==> config.mk <==
export PLATFORM = sky130hd
export DESIGN_NAME = sgpio_target_rx
export DESIGN_NICKNAME = d
export VERILOG_FILES = /design/src/rtl/sgpio_rx_pkg.sv /design/src/rtl/sgpio_rx_sync.sv /design/src/rtl/sgpio_rx_framer.sv /design/src/rtl/sgpio_rx_slot_regs.sv /design/src/rtl/sgpio_rx_tx.sv /design/src/rtl/sgpio_target_rx.sv
export SDC_FILE = /design/constraint.sdc
export NUM_CORES = 1
export LEC_CHECK = 0
export BUFFER_PORTS_ARGS = -buffer_cell sky130_fd_sc_hd__buf_2
export CORE_MARGIN = 4
export CORE_UTILIZATION = 25
export DETAILED_ROUTE_END_ITERATION = 12
export GPL_TIMING_DRIVEN = 0
export HOLD_SLACK_MARGIN = 0.1
export SLEW_MARGIN = 25
export SYNTH_ARGS = -nofsm -noshare
export SYNTH_HDL_FRONTEND = slang
export SYNTH_SLANG_ARGS = --single-unit
==> constraint.sdc <==
create_clock -name clk -period 2.55 [get_ports clk]
set_input_delay 0.1275 -clock clk [delete_from_list [all_inputs] [get_ports clk]]
set_output_delay 0.1275 -clock clk [all_outputs]
set_load 0.02 [all_outputs]
==> src/rtl/sgpio_rx_pkg.sv <==
package sgpio_rx_pkg;

    typedef enum logic [1:0] {
        ST_HUNT   = 2'd0,
        ST_ARMED  = 2'd1,
        ST_FRAME  = 2'd2,
        ST_COMMIT = 2'd3
    } fr_state_t;

    typedef enum logic [1:0] {
        FLD_ACT  = 2'd0,
        FLD_LOC  = 2'd1,
        FLD_FAIL = 2'd2
    } fld_t;

endpackage

==> src/rtl/sgpio_rx_sync.sv <==
module sgpio_rx_sync #(
    parameter int STAGES = 2
) (
    input  logic clk,
    input  logic rst_n,
    input  logic ser_clk,
    input  logic ser_frm,
    input  logic ser_din,
    output logic sample_ev,
    output logic launch_ev,
    output logic frm_s,
    output logic din_s
);
    localparam int LAST = STAGES - 1;

    logic [LAST:0] clk_sh;
    logic [LAST:0] frm_sh;
    logic [LAST:0] din_sh;
    logic          clk_d;

    always_ff @(posedge clk or negedge rst_n) begin
        if (!rst_n) begin
            clk_sh <= '0;
            frm_sh <= '0;
            din_sh <= '0;
            clk_d  <= 1'b0;
        end else begin
            clk_sh <= {clk_sh[LAST-1:0], ser_clk};
            frm_sh <= {frm_sh[LAST-1:0], ser_frm};
            din_sh <= {din_sh[LAST-1:0], ser_din};
            clk_d  <= clk_sh[LAST];
        end
    end

    // falling serial edge: data is mid-bit; rising edge: initiator launches
    assign sample_ev = clk_d & ~clk_sh[LAST];
    assign launch_ev = ~clk_d & clk_sh[LAST];
    assign frm_s     = frm_sh[LAST];
    assign din_s     = din_sh[LAST];

endmodule

==> src/rtl/sgpio_rx_framer.sv <==
module sgpio_rx_framer
    import sgpio_rx_pkg::*;
#(
    parameter int STREAM_SLOTS = 8,
    parameter int MIN_LOW      = 5,
    parameter int SW           = 3
) (
    input  logic          clk,
    input  logic          rst_n,
    input  logic          sample_ev,
    input  logic          frm_s,
    output fr_state_t     state,
    output logic          bit_we,
    output logic [SW-1:0] cur_slot,
    output fld_t          cur_fld,
    output logic          commit
);
    localparam int LW = (MIN_LOW > 1) ? $clog2(MIN_LOW) : 1;

    fr_state_t     nxt;
    logic [LW-1:0] low_cnt;
    logic          last_bit;

    assign last_bit = (cur_slot == SW'(STREAM_SLOTS - 1)) && (cur_fld == FLD_FAIL);

    // state register
    always_ff @(posedge clk or negedge rst_n) begin
        if (!rst_n) state <= ST_HUNT;
        else        state <= nxt;
    end

    // transitions
    always_comb begin
        nxt = state;
        unique case (state)
            ST_HUNT: begin
                if (sample_ev && !frm_s && (low_cnt == LW'(MIN_LOW - 1)))
                    nxt = ST_ARMED;
            end
            ST_ARMED: begin
                if (sample_ev && frm_s) nxt = ST_FRAME;
            end
            ST_FRAME: begin
                if (sample_ev) begin
                    if (frm_s)         nxt = ST_HUNT;
                    else if (last_bit) nxt = ST_COMMIT;
                end
            end
            ST_COMMIT: nxt = ST_ARMED;
        endcase
    end

    // low-run counter and bit position counters
    always_ff @(posedge clk or negedge rst_n) begin
        if (!rst_n) begin
            low_cnt  <= '0;
            cur_slot <= '0;
            cur_fld  <= FLD_ACT;
        end else begin
            if (state != ST_HUNT)
                low_cnt <= '0;
            else if (sample_ev)
                low_cnt <= frm_s ? '0 : low_cnt + LW'(1);

            if (bit_we) begin
                if (last_bit) begin
                    cur_slot <= '0;
                    cur_fld  <= FLD_ACT;
                end else begin
                    unique case (cur_fld)
                        FLD_ACT:  cur_fld <= FLD_LOC;
                        FLD_LOC:  cur_fld <= FLD_FAIL;
                        FLD_FAIL: begin
                            cur_fld  <= FLD_ACT;
                            cur_slot <= cur_slot + SW'(1);
                        end
                        default:  cur_fld <= FLD_ACT;
                    endcase
                end
            end else if (state != ST_FRAME) begin
                cur_slot <= '0;
                cur_fld  <= FLD_ACT;
            end
        end
    end

    // outputs
    always_comb begin
        bit_we = 1'b0;
        commit = 1'b0;
        unique case (state)
            ST_HUNT:   ;
            ST_ARMED:  bit_we = sample_ev && frm_s;
            ST_FRAME:  bit_we = sample_ev && !frm_s;
            ST_COMMIT: commit = 1'b1;
        endcase
    end

endmodule

==> src/rtl/sgpio_rx_slot_regs.sv <==
module sgpio_rx_slot_regs
    import sgpio_rx_pkg::*;
#(
    parameter int NUM_SLOTS    = 8,
    parameter int STREAM_SLOTS = 8,
    parameter int SW           = 3
) (
    input  logic                 clk,
    input  logic                 rst_n,
    input  logic                 bit_we,
    input  logic [SW-1:0]        bit_slot,
    input  fld_t                 bit_fld,
    input  logic                 bit_val,
    input  logic                 commit,
    output logic [NUM_SLOTS-1:0] slot_act,
    output logic [NUM_SLOTS-1:0] slot_loc,
    output logic [NUM_SLOTS-1:0] slot_fail,
    output logic                 frame_stb
);

    for (genvar g = 0; g < NUM_SLOTS; g++) begin : g_slot
        if (g < STREAM_SLOTS) begin : g_live
            logic sh_act, sh_loc, sh_fail;
            logic q_act, q_loc, q_fail;
            logic hit;

            assign hit = bit_we && (bit_slot == SW'(g));

            always_ff @(posedge clk or negedge rst_n) begin
                if (!rst_n) begin
                    sh_act  <= 1'b0;
                    sh_loc  <= 1'b0;
                    sh_fail <= 1'b0;
                    q_act   <= 1'b0;
                    q_loc   <= 1'b0;
                    q_fail  <= 1'b0;
                end else begin
                    if (hit && bit_fld == FLD_ACT)  sh_act  <= bit_val;
                    if (hit && bit_fld == FLD_LOC)  sh_loc  <= bit_val;
                    if (hit && bit_fld == FLD_FAIL) sh_fail <= bit_val;
                    if (commit) begin
                        q_act  <= sh_act;
                        q_loc  <= sh_loc;
                        q_fail <= sh_fail;
                    end
                end
            end

            assign slot_act[g]  = q_act;
            assign slot_loc[g]  = q_loc;
            assign slot_fail[g] = q_fail;
        end else begin : g_absent
            // a slot the stream never carries reads zero
            assign slot_act[g]  = 1'b0;
            assign slot_loc[g]  = 1'b0;
            assign slot_fail[g] = 1'b0;
        end
    end

    always_ff @(posedge clk or negedge rst_n) begin
        if (!rst_n) frame_stb <= 1'b0;
        else        frame_stb <= commit;
    end

endmodule

==> src/rtl/sgpio_rx_tx.sv <==
module sgpio_rx_tx
    import sgpio_rx_pkg::*;
#(
    parameter int NUM_SLOTS = 8,
    parameter int SW        = 3
) (
    input  logic                 clk,
    input  logic                 rst_n,
    input  logic                 launch_ev,
    input  logic [SW-1:0]        tx_slot,
    input  fld_t                 tx_fld,
    input  logic [NUM_SLOTS-1:0] rsp_b0,
    input  logic [NUM_SLOTS-1:0] rsp_b1,
    input  logic [NUM_SLOTS-1:0] rsp_b2,
    output logic                 ser_dout
);
    logic pick;

    // positions beyond the held slots return zero
    always_comb begin
        pick = 1'b0;
        for (int i = 0; i < NUM_SLOTS; i++) begin
            if (int'(tx_slot) == i) begin
                unique case (tx_fld)
                    FLD_ACT:  pick = rsp_b0[i];
                    FLD_LOC:  pick = rsp_b1[i];
                    FLD_FAIL: pick = rsp_b2[i];
                    default:  pick = 1'b0;
                endcase
            end
        end
    end

    always_ff @(posedge clk or negedge rst_n) begin
        if (!rst_n)         ser_dout <= 1'b0;
        else if (launch_ev) ser_dout <= pick;
    end

endmodule

==> src/rtl/sgpio_target_rx.sv <==
module sgpio_target_rx
    import sgpio_rx_pkg::*;
#(
    parameter int NUM_SLOTS    = 8,
    parameter int STREAM_SLOTS = 8,
    parameter int MIN_LOW      = 5,
    parameter int SYNC_STAGES  = 2
) (
    input  logic                 clk,
    input  logic                 rst_n,
    input  logic                 ser_clk,
    input  logic                 ser_frm,
    input  logic                 ser_din,
    input  logic [NUM_SLOTS-1:0] rsp_b0,
    input  logic [NUM_SLOTS-1:0] rsp_b1,
    input  logic [NUM_SLOTS-1:0] rsp_b2,
    output logic                 ser_dout,
    output logic [NUM_SLOTS-1:0] slot_act,
    output logic [NUM_SLOTS-1:0] slot_loc,
    output logic [NUM_SLOTS-1:0] slot_fail,
    output logic                 frame_stb
);
    localparam int SW = $clog2(STREAM_SLOTS + 1);

    logic          sample_ev, launch_ev, frm_s, din_s;
    fr_state_t     fr_state;
    logic          bit_we, commit;
    logic [SW-1:0] cur_slot;
    fld_t          cur_fld;

    sgpio_rx_sync #(.STAGES(SYNC_STAGES)) u_sync (
        .clk       (clk),
        .rst_n     (rst_n),
        .ser_clk   (ser_clk),
        .ser_frm   (ser_frm),
        .ser_din   (ser_din),
        .sample_ev (sample_ev),
        .launch_ev (launch_ev),
        .frm_s     (frm_s),
        .din_s     (din_s)
    );

    sgpio_rx_framer #(
        .STREAM_SLOTS (STREAM_SLOTS),
        .MIN_LOW      (MIN_LOW),
        .SW           (SW)
    ) u_framer (
        .clk       (clk),
        .rst_n     (rst_n),
        .sample_ev (sample_ev),
        .frm_s     (frm_s),
        .state     (fr_state),
        .bit_we    (bit_we),
        .cur_slot  (cur_slot),
        .cur_fld   (cur_fld),
        .commit    (commit)
    );

    sgpio_rx_slot_regs #(
        .NUM_SLOTS    (NUM_SLOTS),
        .STREAM_SLOTS (STREAM_SLOTS),
        .SW           (SW)
    ) u_regs (
        .clk       (clk),
        .rst_n     (rst_n),
        .bit_we    (bit_we),
        .bit_slot  (cur_slot),
        .bit_fld   (cur_fld),
        .bit_val   (din_s),
        .commit    (commit),
        .slot_act  (slot_act),
        .slot_loc  (slot_loc),
        .slot_fail (slot_fail),
        .frame_stb (frame_stb)
    );

    sgpio_rx_tx #(
        .NUM_SLOTS (NUM_SLOTS),
        .SW        (SW)
    ) u_tx (
        .clk       (clk),
        .rst_n     (rst_n),
        .launch_ev (launch_ev),
        .tx_slot   (cur_slot),
        .tx_fld    (cur_fld),
        .rsp_b0    (rsp_b0),
        .rsp_b1    (rsp_b1),
        .rsp_b2    (rsp_b2),
        .ser_dout  (ser_dout)
    );

endmodule

==> run_results.csv, run 1 <==
group,metric,value,unit
setup_path,setup.worst_path.class,"reg2reg",
synthesis,synth_top_area_share,50.33,%
layout,nets,402,
synthesis,syn-cell-area,3381,um2
sta,final.setup_skew,5.304,ps
place,dp.cells,524,
synthesis,synth_cell_type_count,42,
clock_network,cts_setup_buffers,0,
global_route,grt_pass1_vias,2455,
setup_path,crit_fanout,9,
power_and_ir_drop,p_per_area,675.3,nW/um2
floorplanning,die_w,124.3,um
synthesis,synth_most_common_cell,"dfrtp_1",
synthesis,synthTopCellsByArea,"dfrtp_1, mux2_2, buf_4, ha_1, mux2i_1",
clock_network,htreeDepth,3,
floorplanning,initial_utilization,25.53,%
synthesis,synth_seq_cells,68,
layout,diodes,0,
synthesis,synth-edff-count,0,
synthesis,yosysSeqAreaShare,50.33,%
clock_network,cts_root_buf,"clkbuf_16",
place,dp_hpwl,5.628,mm
sta,final-setup-viol-count,0,
run,maxCapViolations,0,
clock_network,insertion_delay,320,ps
clock_network,clkSlewWorstSetupHoldPaths,60,ps
layout,layout.cells.non_filler,544,
routing,routed-wl-met2,3.658,mm
clock_network,cts_tree,"done",
routing,wl_met3,289,um
synthesis,netlist_instances,293,
synthesis,synth_nets,332,
sta,relSlewSlack,59.70,%
global_route,antenna_found_initial,0,
global_route,grt_remaining_overflow,0,
floorplanning,core,13240,um2
sta,max_freq,0.4779,GHz
outcome,status,"complete, no violations",
sta,finalSetupTns,0,ps
synthesis,syn_area_per_cell,11.54,um2
routing,maxUsedRoutingLayer,"met4",
setup_path,crit_required,2760,ps
routing,vias,2321,
power_and_ir_drop,power,0.002859,W
floorplanning,ios,55,
synthesis,yosys_warnings,0,
floorplanning,die_height,124.3,um
power_and_ir_drop,vdd_drop_max,0.2781,mV
global_route,grt_util_all_layers,10.28,%
routing,dr.pass1.iters,4,
synthesis,synthArstFlopShare,100.0,%
sta,report.final.hold_viol_count,0,
setup_path,worstSetupStartpointType,"flip-flop",
routing,drcViolationCount,0,
synthesis,yosys-top-cells-count,"dfrtp_1, mux2_2, buf_4",
sta,fin_crit,2093,ps
clock_network,cts.repair.resized,0,
routing,drt-total-wl,7.526,mm
setup_path,arrival,2300,ps
sta,fin_hold_ws,216.7,ps
min_path,hp-class,"in2async",
sta,tightest_slew,604.5,ps
layout,drive_above_1_share,39.67,%
sta,slew_viol_final,0,
global_route,grt_pass1_wl,12.88,mm
clock_network,max-clock-path-buffers,2,
sta,timing.final.crit_share,82.06,%
layout,fin_util,31.97,%
clock_network,cts_num_sinks,68,
setup_path,cp-end-kind,"flip-flop",
place,place_congestion,0.8277,
routing,viasPerCell,4.267,
routing,m1WireLength,3.490,mm
clock_network,cts_buffers,9,
sta,rsz0062_at_grt,"no",
routing,drtIter0Drc,103,
layout,syn2layout_area_growth,25.24,%
routing,wl_per_cell,13.83,um
global_route,grt_max_degree,52,
synthesis,synth_flop_cell,"dfrtp_1",
floorplanning,dieArea,15450,um2
floorplanning,num_rows,42,
power_and_ir_drop,p_leak,2.089,nW
place,numPortBuffers,54,
routing,ant_nets,0,
synthesis,yosys.area.top_type,"dfrtp_1",
==> layer usage <==
layer / track usage [%] / up-vias
li1: - / 1134
met1: 13.35 / 1138
met2: 16.92 / 40
met3: 2.830 / 9
met4: 2.708 / 0
met5: 0 / -
==> cell type report <==
type	instances	area [um2]
clock buffers	9	225.2
clock inverters	7	67.56
flip-flops and latches	68	1702
fillers	1359	9009
multi-input cells	182	1420
inverters	6	22.52
repair buffers	59	340.3
plain buffers	37	236.5
well taps	176	220.2
==> power breakdown <==
part | total, W | switching [W] | internal [W] | leakage [nW]
Sequential | 0.00116 | 0.0000327 | 0.00113 | 0.927
Combinational | 0.000496 | 0.000279 | 0.000217 | 1.02
Clock | 0.00120 | 0.000448 | 0.000750 | 0.137
==> worst max-delay path, cell delays in order, from the launching register on <==
cell and delay [ps]:
dfrtp_1 400, inv_1 110, ha_1 220, mux2_4 200, nand4_1 440, nor2_1 250
mux2_2 350
==> final timing paths <==
path / slack [ps] / depth (start not counted) / to / start
min reg2reg: 350 / 0 / u_sync.clk_sh[1] / u_sync.clk_sh[0]
max reg2reg: 460 / 6 / u_regs.g_slot[3].g_live.sh_loc / u_framer.state[0]
min in group clk: 270 / 5 / u_tx.ser_dout / rsp_b2[4]
max: 460 / 6 / u_regs.g_slot[3].g_live.sh_loc / u_framer.state[0]
max in group asynchronous: 1800 / 3 / u_regs.g_slot[3].g_live.sh_fail / rst_n
min: 220 / 2 / u_regs.g_slot[6].g_live.q_loc / rst_n
==> cell families (layout without fill, tap and decap cells) <==
family | after synthesis | after routing | synth area share [%]
AOI/OAI and AO/OA | 35 | 35 | 6.884
buffers and inverters | 43 | 118 | 7.660
DFF | 68 | 68 | 50.33
adders and majority gates | 10 | 10 | 3.701
muxes | 57 | 57 | 18.80
and+or+nand+nor | 80 | 80 | 12.62
==> sequential cells by signal (all words and copies together) (netlist names), 3 cells and up <==
signal                        cells
u_regs.g_slot.g_live.sh_act       8
u_regs.g_slot.g_live.q_loc        8
u_framer.low_cnt                  3
u_regs.g_slot.g_live.sh_fail      8
u_regs.g_slot.g_live.sh_loc       8
u_regs.g_slot.g_live.q_act        8
u_framer.cur_slot                 4
u_regs.g_slot.g_live.q_fail       8
==> stage by stage <==
step / setup WS (ps) / area (um2)
2_1_floorplan: 828.5 / 3381
3_3_place_gp: 466.3 / 3871
3_5_place_dp: 422.0 / 3901
4_1_cts: 407.8 / 4234
5_1_grt: 279.0 / 4234
6_report: 457.4 / 4234
==> timing repair <==
item	in CTS	in global routing
setup endpoints to repair	0	0
endpoints found under the hold margin	71	0
hold buffers	4	0
==> cell usage in the layout (no fill, tap or decap), types with 4 or more instances in the layout <==
cell type / n
a21oi_1: 4
buf_2: 58
buf_4: 25
clkbuf_1: 6
clkbuf_16: 9
dfrtp_1: 68
dlygate4sd3_1: 4
ha_1: 10
inv_1: 6
mux2_1: 7
mux2_2: 41
mux2i_1: 8
nand2_1: 15
nand2b_1: 7
nand3_1: 8
nand3b_1: 4
nand4_1: 4
nor2_1: 21
nor2b_1: 12
o21ai_0: 9
No activity file was read; power rests on OpenSTA's default activity.
==> inputs of run 2 (changes only) <==
--- a/config.mk
+++ b/config.mk
@@ -5,6 +5,7 @@
 export SDC_FILE = /design/constraint.sdc
 export NUM_CORES = 1
 export LEC_CHECK = 0
+export ABC_AREA = 1
 export BUFFER_PORTS_ARGS = -buffer_cell sky130_fd_sc_hd__buf_2
 export CORE_MARGIN = 4
 export CORE_UTILIZATION = 25
==> constraint.sdc (replaced) <==
create_clock -name clk -period 2.1 [get_ports clk]
set_input_delay 0.105 -clock clk [delete_from_list [all_inputs] [get_ports clk]]
set_output_delay 0.105 -clock clk [all_outputs]
set_load 0.02 [all_outputs]
==> run 2 against run 1 <==
Fmax increased by 10%. Final cell count rose by 5.1%. Die area is 3.4% lower. Synthesized cell count increased by 11%. Sequential power rose by 24%. Register-to-register slack got worse by 250 ps. Area after synthesis decreased by 3.6%. Via count rose by 6.9%. Cell area is 3.2% lower. Critical path type unchanged. Critical endpoint is now u_regs.g_slot[2].g_live.q_fail. Largest power group is now sequential cells. Highest routed layer unchanged.
==> run_results.csv, run 2 <==
group,metric,value,unit
sta,fin_crit,1897,ps
clock_network,insertion_delay,320,ps
routing,vias,2482,
layout,mostFrequentLayoutCells,"dfrtp_1, buf_2, nand2_1",
layout,nFillCells,1325,
floorplanning,initial_utilization,25.72,%
sta,rsz0062_at_grt,"no",
power_and_ir_drop,p_clk_share,39.8,%
global_route,grt_util_all_layers,10.46,%
setup_path,worstSetupStartpointType,"flip-flop",
floorplanning,ios,55,
clock_network,cts_tree,"done",
global_route,grt_remaining_overflow,0,
routing,wl_per_cell,13.23,um
power_and_ir_drop,p_per_area,842.2,nW/um2
floorplanning,dieArea,14930,um2
floorplanning,die_w,122.2,um
min_path,hp-class,"in2async",
setup_path,worstSetupStartpoint,"u_framer.state[1]",
place,dp_hpwl,5.597,mm
setup_path,worstReg2RegStart,"u_framer.state[1]",
synthesis,synthArstFlopShare,100.0,%
place,dp_slack,148.0,ps
setup_path,cp-end-kind,"flip-flop",
clock_network,cts_num_sinks,68,
sta,worst_slack,202.9,ps
sta,final-setup-viol-count,0,
place,place_congestion,0.8658,
power_and_ir_drop,p_int,0.002495,W
clock_network,max-clock-path-buffers,2,
synthesis,synth_seq_cells,68,
global_route,grt_max_degree,51,
synthesis,synth_nets,363,
floorplanning,num_rows,41,
sta,slew_viol_final,0,
synthesis,netlist_instances,324,
layout,drive_above_1_share,34.50,%
floorplanning,core,12670,um2
routing,viasPerCell,4.339,
synthesis,synth_top_area_share,52.21,%
layout,final_common_cell,"dfrtp_1",
clock_network,htreeDepth,3,
clock_network,cts_root_buf,"clkbuf_16",
power_and_ir_drop,power_frac_seq,41.7,%
routing,dr.pass1.iters,4,
global_route,grt_pass1_vias,2458,
synthesis,synth-edff-count,0,
sta,timing.final.crit_share,90.34,%
synthesis,yosys_warnings,0,
sta,tightest_slew,616.5,ps
sta,report.final.hold_viol_count,0,
outcome,status,"complete, no violations",
routing,drcViolationCount,0,
synthesis,syn_area_per_cell,10.06,um2
synthesis,yosys.area.top_type,"dfrtp_1",
floorplanning,die_height,122.2,um
clock_network,cts_buffers,9,
global_route,grt_pass1_wl,12.23,mm
sta,max_freq,0.5271,GHz
setup_path,arrival,2090,ps
power_and_ir_drop,vdd_drop_max,0.4531,mV
synthesis,synth_most_common_cell,"dfrtp_1",
power_and_ir_drop,comb_power_share,18.5,%
sta,final.setup_skew,7.628,ps
clock_network,clkSlewWorstSetupHoldPaths,60,ps
synthesis,synth_flop_cell,"dfrtp_1",
power_and_ir_drop,swShare,27.76,%
synthesis,yosys-top-cells-count,"dfrtp_1, nand2_1, a21oi_1",
sta,finalSetupTns,0,ps
setup_path,crit_required,2300,ps
setup_path,setup.worst_path.class,"reg2reg",
synthesis,synthTopCellsByArea,"dfrtp_1, mux2_2, buf_4, nand2_1, a21oi_1",
synthesis,yosysSeqAreaShare,52.21,%
place,numPortBuffers,54,
routing,ant_nets,0,
routing,drt-total-wl,7.568,mm
setup_path,crit_fanout,10,
layout,nets,435,
synthesis,syn-cell-area,3259,um2
power_and_ir_drop,p_leak,2.073,nW
sta,relSlewSlack,58.90,%
layout,diodes,0,
synthesis,synth_cell_type_count,26,
run,maxCapViolations,0,
routing,drtIter0Drc,147,
global_route,antenna_found_initial,0,
layout,syn2layout_area_growth,25.80,%
power_and_ir_drop,p_switching,0.0009584,W
## run 2: changes by cell type after synthesis, sizes merged, moves of 3 or more
cell | before | now
mux2i | 8 | 0
nand2 | 15 | 44
nand3 | 9 | 18
o22ai | 0 | 3
mux2 | 49 | 24
nand4 | 4 | 1
nor2b | 12 | 0
a31oi | 3 | 22
inv | 6 | 29
a21o | 3 | 0
nand3b | 4 | 0
a21oi | 4 | 32
nand2b | 7 | 0
buf | 30 | 27
## run 2: repair_timing
item	in CTS	in global routing
hold buffers	4	0
hold endpoints to repair	71	0
resized for setup	0	0
setup endpoints to repair	0	2
setup buffers	0	2
## run 2: worst paths after layout
path	slack (ps)	to	depth (start not counted)
min in group clk	220	u_tx.ser_dout	5
worst max-delay path	200	u_regs.g_slot[2].g_live.q_fail	4
worst max register to register	200	u_regs.g_slot[2].g_live.q_fail	4
max in group asynchronous	1370	u_framer.cur_slot[1]	3
worst min-delay path	200	u_regs.g_slot[3].g_live.sh_fail	2
worst min register to register	350	u_sync.din_sh[1]	0
## run 2: metal layers
metal / track usage [%] / up-vias / part of all wire [%]
li1: - / 1229 / -
met2: 15.81 / 76 / 45
met5: 0 / - / 0
met3: 3.110 / 5 / 6.9
met4: 2.519 / 0 / 0.28
met1: 14.73 / 1172 / 47
## run 2: cell families (layout without fill, tap and decap cells)
group	count (synthesis)	count (layout)	synth area share [%]
XOR/XNOR	1	1	0.2688
multiplexers	24	24	8.292
buffers and inverters	61	137	10.25
adder cells (fa/ha/maj)	10	10	3.839
AND/OR/NAND/NOR	90	90	13.13
flip-flops	68	68	52.21
AO/OA/AOI/OAI	70	70	12.02
## run 2: area by class of cell
type / count / area, um2 / area share (%)
Sequential cell: 68 / 1702 / 41.50
Clock buffer: 13 / 260.3 / 6.347
Inverter: 29 / 108.9 / 2.655
Clock inverter: 2 / 10.01 / 0.2441
Multi-Input combinational cell: 195 / 1224 / 29.84
Tap cell: 172 / 215.2 / 5.249
Buffer: 32 / 225.2 / 5.493
Timing Repair Buffer: 61 / 355.3 / 8.666
## run 2: critical path, cell delays in order (launching register included)
cell and delay, ps:
dfrtp_1 400, ha_1 180, clkbuf_1 270, clkbuf_1 520
mux2_2 400
## run 2: through the flow
step | instances | area [um2] | total power, W | hold slack [ps] | utilization, %
6_report | 572 | 4100 | 0.003453 | 201.1 | 32.36
5_1_grt | 572 | 4100 | 0.003632 | 232.1 | 32.36
4_1_cts | 570 | 4085 | 0.003486 | 200.5 | 32.24
3_5_place_dp | 551 | 3775 | 0.002098 | 2.430 | 29.79
3_3_place_gp | 550 | 3745 | 0.002073 | 213.8 | 29.55
2_1_floorplan | 324 | 3259 | 0.001895 | -190.6 | -
## run 2: power by group through the flow
| stage | registers [W] | clock network (W) | logic (W) |
|---|---|---|---|
| 2_1_floorplan | 0.00146 | 0 | 0.000437 |
| 3_3_place_gp | 0.00146 | 0 | 0.000616 |
| 3_5_place_dp | 0.00146 | 0 | 0.000637 |
| 4_1_cts | 0.00144 | 0.00140 | 0.000646 |
| 5_1_grt | 0.00145 | 0.00146 | 0.000722 |
| 6_report | 0.00144 | 0.00137 | 0.000640 |
